[config.mk]
export PLATFORM = sky130hd
export DESIGN_NAME = decim_delay_path
export DESIGN_NICKNAME = d
export VERILOG_FILES = /design/src/rtl/dly_pkg.sv /design/src/rtl/dly_chain.sv /design/src/rtl/dly_lifo_pair.sv /design/src/rtl/decim_delay_path.sv
export SDC_FILE = /design/constraint.sdc
export NUM_CORES = 2
export LEC_CHECK = 0
export BUFFER_PORTS_ARGS = -buffer_cell sky130_fd_sc_hd__buf_2
export CORE_MARGIN = 2
export CORE_UTILIZATION = 38
export DETAILED_ROUTE_END_ITERATION = 12
export GPL_TIMING_DRIVEN = 0
export PLACE_DENSITY = 0.61
export REMOVE_ABC_BUFFERS = 1
export SYNTH_ARGS = -nofsm -noshare
export SYNTH_HDL_FRONTEND = slang
export SYNTH_HIERARCHICAL = 1
export SYNTH_SLANG_ARGS = --single-unit
[constraint.sdc]
create_clock -name clk -period 5.1 [get_ports clk]
set_input_delay 1.02 -clock clk [delete_from_list [all_inputs] [get_ports clk]]
set_output_delay 1.02 -clock clk [all_outputs]
set_load 0.005 [all_outputs]
[src/rtl/dly_pkg.sv]
package dly_pkg;
  localparam int SAMPLE_W = 10;
  localparam int TAP_N    = 4;
  localparam int DEC_MAX  = 16;
  localparam int LIFO_D   = 16;
endpackage

[src/rtl/dly_chain.sv]
module dly_chain #(
  parameter int DW    = 10,
  parameter int NTAP  = 4,
  parameter int DEPTH = 16,
  localparam int SW   = $clog2(DEPTH)
) (
  input  logic               clk,
  input  logic               rst_n,
  input  logic               shift_en,
  input  logic [SW-1:0]      sel,
  input  logic [DW-1:0]      din,
  output logic [NTAP*DW-1:0] taps
);
  logic [DW-1:0] stg_q [NTAP][DEPTH];
  logic [DW-1:0] stg_n [NTAP][DEPTH];
  logic [DW-1:0] feed  [NTAP];

  for (genvar k = 0; k < NTAP; k++) begin : g_stage
    if (k == 0) begin : g_head
      assign feed[k] = din;
    end else begin : g_link
      assign feed[k] = stg_q[k-1][sel];
    end
    assign taps[k*DW +: DW] = stg_q[k][sel];
  end

  always_comb begin
    for (int k = 0; k < NTAP; k++) begin
      stg_n[k][0] = feed[k];
      for (int i = 1; i < DEPTH; i++) stg_n[k][i] = stg_q[k][i-1];
    end
  end

  always_ff @(posedge clk or negedge rst_n) begin
    if (!rst_n) begin
      for (int k = 0; k < NTAP; k++)
        for (int i = 0; i < DEPTH; i++) stg_q[k][i] <= '0;
    end else if (shift_en) begin
      stg_q <= stg_n;
    end
  end

  // an idle cycle leaves the chain head untouched
  a_r3_hold_head: assert property (@(posedge clk) disable iff (!rst_n)
    !shift_en |=> $stable(stg_q[0][0]));
  // a shift loads the head with the value offered
  a_r2_head_load: assert property (@(posedge clk) disable iff (!rst_n)
    shift_en |=> stg_q[0][0] == $past(din));
endmodule

[src/rtl/dly_lifo_pair.sv]
module dly_lifo_pair #(
  parameter int DW    = 10,
  parameter int DEPTH = 16,
  localparam int AW   = $clog2(DEPTH),
  localparam int PW   = $clog2(DEPTH + 1)
) (
  input  logic          clk,
  input  logic          rst_n,
  input  logic          push,
  input  logic          pop,
  input  logic          swap,
  input  logic [DW-1:0] wdata,
  output logic [DW-1:0] rdata
);
  localparam logic [PW-1:0] FULL = PW'(DEPTH);

  logic [DW-1:0] mem_q [2][DEPTH];
  logic          wsel_q, wsel_n;
  logic [PW-1:0] wptr_q, wptr_n, rcnt_q, rcnt_n, fill_q, fill_n;
  logic          can_push, can_pop, avail;
  logic [AW-1:0] ridx;

  assign avail    = rcnt_q < fill_q;
  assign can_push = push && (wptr_q < FULL);
  assign can_pop  = pop && avail;
  assign ridx     = AW'(fill_q - rcnt_q - PW'(1));
  assign rdata    = avail ? mem_q[~wsel_q][ridx] : '0;

  always_comb begin
    wsel_n = wsel_q;
    wptr_n = wptr_q;
    rcnt_n = rcnt_q;
    fill_n = fill_q;
    if (can_push) wptr_n = wptr_q + PW'(1);
    if (can_pop)  rcnt_n = rcnt_q + PW'(1);
    if (swap) begin
      fill_n = wptr_n;
      wsel_n = ~wsel_q;
      wptr_n = '0;
      rcnt_n = '0;
    end
  end

  always_ff @(posedge clk or negedge rst_n) begin
    if (!rst_n) begin
      wsel_q <= 1'b0;
      wptr_q <= '0;
      rcnt_q <= '0;
      fill_q <= '0;
    end else begin
      wsel_q <= wsel_n;
      wptr_q <= wptr_n;
      rcnt_q <= rcnt_n;
      fill_q <= fill_n;
    end
  end

  always_ff @(posedge clk or negedge rst_n) begin
    if (!rst_n) begin
      for (int b = 0; b < 2; b++)
        for (int i = 0; i < DEPTH; i++) mem_q[b][i] <= '0;
    end else if (can_push) begin
      mem_q[wsel_q][wptr_q[AW-1:0]] <= wdata;
    end
  end

  // the write position never runs past the buffer depth
  a_r5_wptr_bound: assert property (@(posedge clk) disable iff (!rst_n)
    wptr_q <= FULL);
  // an exchange restarts both positions
  a_r6_swap_clear: assert property (@(posedge clk) disable iff (!rst_n)
    swap |=> (wptr_q == '0 && rcnt_q == '0));
  // without a same-cycle push the read length is the old write count
  a_r6_fill_take: assert property (@(posedge clk) disable iff (!rst_n)
    (swap && !push) |=> fill_q == $past(wptr_q));
  // the buffer roles flip on every exchange
  a_r6_bank_flip: assert property (@(posedge clk) disable iff (!rst_n)
    swap |=> wsel_q != $past(wsel_q));
  // pops never exceed what the read buffer holds
  a_r7_pop_bound: assert property (@(posedge clk) disable iff (!rst_n)
    rcnt_q <= fill_q);
endmodule

[src/rtl/decim_delay_path.sv]
module decim_delay_path #(
  parameter int DW      = dly_pkg::SAMPLE_W,
  parameter int NTAP    = dly_pkg::TAP_N,
  parameter int DEC_MAX = dly_pkg::DEC_MAX,
  parameter int LIFO_D  = dly_pkg::LIFO_D,
  localparam int DSW    = $clog2(DEC_MAX)
) (
  input  logic               clk,
  input  logic               rst_n,
  input  logic [DW-1:0]      sample_in,
  input  logic               shift_n,
  input  logic               xfer_n,
  input  logic [DSW-1:0]     dec_sel,
  output logic [NTAP*DW-1:0] fwd_taps,
  output logic [NTAP*DW-1:0] rev_taps
);
  logic [DW-1:0]      sample_q;
  logic               shift_q, xfer_q;
  logic [DSW-1:0]     dec_q;
  logic [DW-1:0]      lifo_rd;
  logic [NTAP*DW-1:0] chain_taps [2];
  logic [DW-1:0]      chain_din  [2];

  always_ff @(posedge clk or negedge rst_n) begin
    if (!rst_n) begin
      sample_q <= '0;
      shift_q  <= 1'b0;
      xfer_q   <= 1'b0;
      dec_q    <= '0;
    end else begin
      sample_q <= sample_in;
      shift_q  <= ~shift_n;
      xfer_q   <= ~xfer_n;
      dec_q    <= dec_sel;
    end
  end

  assign chain_din[0] = sample_q;
  assign chain_din[1] = lifo_rd;

  for (genvar g = 0; g < 2; g++) begin : g_chain
    dly_chain #(.DW(DW), .NTAP(NTAP), .DEPTH(DEC_MAX)) u_chain (
      .clk      (clk),
      .rst_n    (rst_n),
      .shift_en (shift_q),
      .sel      (dec_q),
      .din      (chain_din[g]),
      .taps     (chain_taps[g])
    );
  end

  dly_lifo_pair #(.DW(DW), .DEPTH(LIFO_D)) u_lifo (
    .clk   (clk),
    .rst_n (rst_n),
    .push  (shift_q),
    .pop   (shift_q),
    .swap  (xfer_q),
    .wdata (chain_taps[0][(NTAP-1)*DW +: DW]),
    .rdata (lifo_rd)
  );

  assign fwd_taps = chain_taps[0];
  assign rev_taps = chain_taps[1];

  // with no shift and a steady factor the forward taps hold
  a_r3_fwd_hold: assert property (@(posedge clk) disable iff (!rst_n)
    (!shift_q && dec_q == dec_sel) |=> $stable(fwd_taps));
  // the same holds for the reverse taps
  a_r3_rev_hold: assert property (@(posedge clk) disable iff (!rst_n)
    (!shift_q && dec_q == dec_sel) |=> $stable(rev_taps));
endmodule

==> impl_metrics.env <==
export IMPL_outcome="complete, no violations"
export IMPL_post_synth_instance_area_um2=74500
export IMPL_yosys_area_top_type_share_pct=54.8
export IMPL_hold_path_depth=1
export IMPL_worst_slew_margin_rel_pct=15.4
export IMPL_ys_flop_type="sky130_fd_sc_hd__dfrtp_1"
export IMPL_timing_hold_worst_endpoint="sample_q[6]$_DFF_PN0_"
export IMPL_finalNonFillerCells=7586
export IMPL_hold_path_startpoint="sample_in[6]"
export IMPL_arrival_ps=3820
export IMPL_rr_worst_depth=7
export IMPL_power_net_switching_w=0.0127
export IMPL_p_int_w=0.0317
export IMPL_tritoncts_num_sinks=1632
export IMPL_clock_latency_of_the_later_clocked_register_in_the_worst_skew_pair_ps=810
export IMPL_drcViolationCount=0
export IMPL_part_of_the_total_power_dissipated_in_sequential_elements_pct=47.6
export IMPL_static_leakage_power_nw=36.2
export IMPL_detail_route_first_pass_iterations=8
export IMPL_synth_top_cell_by_area="sky130_fd_sc_hd__dfrtp_1"
export IMPL_post_synth_cell_area_avg_um2=15.2
export IMPL_clockPowerShare_pct=28.9
export IMPL_flow_area_growth_from_synthesis_pct=12.1
export IMPL_synth_cells=4898
export IMPL_area_enclosed_by_the_die_boundary_um2=200000
export IMPL_timing_max_cap_violations=0
export IMPL_hpwlAfterDp_um=88800
export IMPL_worst_path_stages=6
export IMPL_most_frequently_used_cell_type_in_the_post_synthesis_netlist="sky130_fd_sc_hd__dfrtp_1"
export IMPL_gpl_final_weighted_congestion=0.730
export IMPL_grt_overflow_total=0
export IMPL_grt_antenna_before_repair=3
export IMPL_final_setup_skew_ps=36.4
export IMPL_top_level_ports=98
export IMPL_wire_length_of_the_first_global_routing_pass_um=245000
export IMPL_min_path_type="primary input to register"
export IMPL_power_share_combinational_pct=23.5
export IMPL_grt_total_usage_pct=15.2
export IMPL_placedCellCount=7269
export IMPL_count_of_state_elements_after_synthesis=1632
export IMPL_number_of_enable_type_register_cells_in_the_synthesized_netlist=0
export IMPL_floorplan_initialDensity_pct=38.2
export IMPL_holdBufCountCts=0
export IMPL_critical_path_max_fanout=42
export IMPL_clock_tree_buffer_depth=3
export IMPL_synth_area_top_cells="sky130_fd_sc_hd__dfrtp_1 (55%), sky130_fd_sc_hd__mux2_2 (23%), sky130_fd_sc_hd__mux4_2 (5.9%)"
export IMPL_clk_pin_slew_worst_paths_ps=60
export IMPL_clk_root_buffer_cell="sky130_fd_sc_hd__clkbuf_16"
export IMPL_vdd_drop_max_uv=334
export IMPL_worstMarginPinSlew_ps=1260
export IMPL_post_synth_num_cell_types=54
export IMPL_seq_area_frac_synth_pct=54.8
export IMPL_final_min_period_over_clock_period_pct=94.9
export IMPL_synthTopCellsByCount="sky130_fd_sc_hd__dfrtp_1 (1632), sky130_fd_sc_hd__mux2_2 (1540), sky130_fd_sc_hd__mux2i_1 (357)"
export IMPL_drive_gt1_share_pct=45.2
export IMPL_final_nets=4857
export IMPL_routed_via_count=40200
export IMPL_worst_setup_path_end_kind="output port"
export IMPL_worst_endpoint_required_time_ps=4080
export IMPL_wl_um=151000
export IMPL_n_fill_cell=17400
export IMPL_placementRows=162
export IMPL_switching_share_pct=28.7
export IMPL_worst_path_cell_with_the_longest_stage_delay="sky130_fd_sc_hd__nor2b_2"
export IMPL_drt_via_density=5.30
export IMPL_route_detailed_wl_per_inst_um=19.9
export IMPL_cts_tree="yes"
export IMPL_worst_path_buf_inv=2
export IMPL_start_kind="register"
export IMPL_rrSetupSlack_ps=930
export IMPL_synthesis_warnings=6
export IMPL_timing_setup_critical_path_class="register to output port"
export IMPL_max_freq_ghz=0.207
export IMPL_clock_tree_htree_level_count=4
export IMPL_area_inside_the_core_boundary_um2=195000
export IMPL_grt_setup_unrepaired="no"
export IMPL_setup_tns_ps=0
export IMPL_fin_util_pct=42.9
export IMPL_grt_max_degree=162
export IMPL_die_y_um=447
export IMPL_final_max_slew_violation_count=0
export IMPL_synth_async_reset_ratio_pct=100
export IMPL_worst_r2r_endpoint="u_lifo/mem_q[27]$_DFFE_PN0P_"
export IMPL_drt_first_iter_violations=2483
export IMPL_final_antenna_net_count=0
export IMPL_final_min_clock_period_ps=4840
export IMPL_crit_chain="buf_16 > nor2b_2 > a222oi_1 > nand3_1 > nand2_1 > buf_2"
export IMPL_power_density_nw_per_um2=532
export IMPL_dpl_instance_area_um2=77600
export IMPL_critical_path_reg2reg_startpoint="shift_q$_DFF_PN0_"
export IMPL_first_global_vias=42300
export IMPL_finalSetupViolations=0
export IMPL_timing_hold_violations_final=0
export IMPL_finish_instance_area_um2=83500
export IMPL_critical_path_top_delay_family="simple AND/OR/NAND/NOR gates"
export IMPL_fp_dieW_um=447
export IMPL_portBuffers=97
export IMPL_cts_inserted_buffers=175
export IMPL_crit_path_max_incr_delay_ps=1080
## per-stage QoR
step	total power (W)	hold slack, ps	setup WS [ps]
after floorplan	0.0297	455	-28640
after global placement	0.0335	458	-45780
after detailed placement	0.0320	464	646
after CTS	0.0451	238	33.9
after global routing	0.0472	252	72.4
final	0.0444	316	259
## area by class of cell
type / instances / area (um2) / share of cell area, %
inverter: 17 / 63.8 / 0.0764
clock inverter: 55 / 721 / 0.863
timing repair buffer: 166 / 2290 / 2.75
clock buffer: 256 / 5130 / 6.15
antenna: 2 / 5.00 / 0.00599
sequential: 1632 / 40900 / 48.9
multi-input combinational: 2834 / 31100 / 37.3
tap: 2624 / 3280 / 3.93
## sequential cells by signal, indices dropped and copies added (netlist names)
register	flops
dec_q	4
g_chain.u_chain/stg_n	1200
g_chain.u_chain/stg_q	80
sample_q	10
shift_q	1
u_lifo/fill_q	5
u_lifo/mem_q	320
u_lifo/rcnt_q	5
u_lifo/wptr_q	5
u_lifo/wsel_q	1
xfer_q	1
## how the worst max path moves through the flow
stage / startpoint / endpoint
2_1_floorplan: shift_q$_DFF_PN0_ / g_chain[0].u_chain/stg_n[144]$_DFFE_PN0P_
3_3_place_gp: shift_q$_DFF_PN0_ / g_chain[0].u_chain/stg_n[144]$_DFFE_PN0P_
3_5_place_dp: dec_q[1]$_DFF_PN0_ / fwd_taps[21]
4_1_cts: dec_q[0]$_DFF_PN0_ / fwd_taps[22]
5_1_grt: dec_q[0]$_DFF_PN0_ / fwd_taps[2]
6_report: dec_q[0]$_DFF_PN0_ / fwd_taps[20]
## routing by layer
| metal | share of wire, % | routed length [um] | up-vias | GRT usage, % |
|---|---|---|---|---|
| li1 | - | - | 18100 | - |
| met1 | 46 | 69300 | 21400 | 20.8 |
| met2 | 49 | 73600 | 477 | 25.3 |
| met3 | 3.5 | 5250 | 207 | 2.64 |
| met4 | 1.8 | 2790 | 0 | 3.52 |
| met5 | 0 | 0 | - | 0 |
## power groups by stage
stage / Clock (W) / Sequential [W] / Combinational [W]
6_report: 0.0128 / 0.0212 / 0.0104
5_1_grt: 0.0138 / 0.0219 / 0.0114
4_1_cts: 0.0132 / 0.0212 / 0.0106
3_5_place_dp: 0 / 0.0214 / 0.0106
3_3_place_gp: 0 / 0.0218 / 0.0117
2_1_floorplan: 0 / 0.0206 / 0.00918
## worst reg2reg max path, cell delays in order (launching register included)
cell and delay [ps]:
sky130_fd_sc_hd__dfrtp_4 850, sky130_fd_sc_hd__buf_16 370, sky130_fd_sc_hd__buf_16 330, sky130_fd_sc_hd__buf_16 340, sky130_fd_sc_hd__nor2b_1 800, sky130_fd_sc_hd__nand3_2 290
sky130_fd_sc_hd__nor2_2 660, sky130_fd_sc_hd__mux2_2 420
## placed cells by master (no fill, tap or decap), types with 15 or more instances in the layout
cell,n
sky130_fd_sc_hd__buf_16,55
sky130_fd_sc_hd__mux4_2,196
sky130_fd_sc_hd__nand2_1,119
sky130_fd_sc_hd__a221oi_1,52
sky130_fd_sc_hd__mux2_1,17
sky130_fd_sc_hd__a31oi_1,53
sky130_fd_sc_hd__a21oi_1,28
sky130_fd_sc_hd__o21ai_0,30
sky130_fd_sc_hd__dfrtp_1,1626
sky130_fd_sc_hd__o21ai_1,39
sky130_fd_sc_hd__clkinv_2,19
sky130_fd_sc_hd__mux4_1,52
sky130_fd_sc_hd__nand2_2,16
sky130_fd_sc_hd__mux2_2,1540
sky130_fd_sc_hd__mux2i_1,357
sky130_fd_sc_hd__nor2b_1,27
sky130_fd_sc_hd__clkbuf_8,43
sky130_fd_sc_hd__clkbuf_1,37
sky130_fd_sc_hd__nor2_1,69
sky130_fd_sc_hd__nand3_1,52
sky130_fd_sc_hd__buf_12,15
sky130_fd_sc_hd__buf_2,96
sky130_fd_sc_hd__inv_1,15
sky130_fd_sc_hd__a222oi_1,52
sky130_fd_sc_hd__clkbuf_16,176
sky130_fd_sc_hd__a211oi_1,19
## timing repair
item                                    in CTS  in global routing
endpoints found under the setup margin      56                  1
gates cloned                                 1                  1
buffers inserted                             2                  0
resized for setup                            2                  0
## kinds of logic after synthesis
logic type               count (synthesis)  share of synthesized area [%]
flip-flops                            1632                           54.8
AO/OA/AOI/OAI                          310                           2.99
adder cells (fa/ha/maj)                 13                          0.228
AND/OR/NAND/NOR                        338                           2.24
XOR/XNOR                                 9                          0.106
multiplexers                          2162                           36.1
buffers and inverters                  434                           3.52
Note: power is estimated with default switching activity, not from simulation.
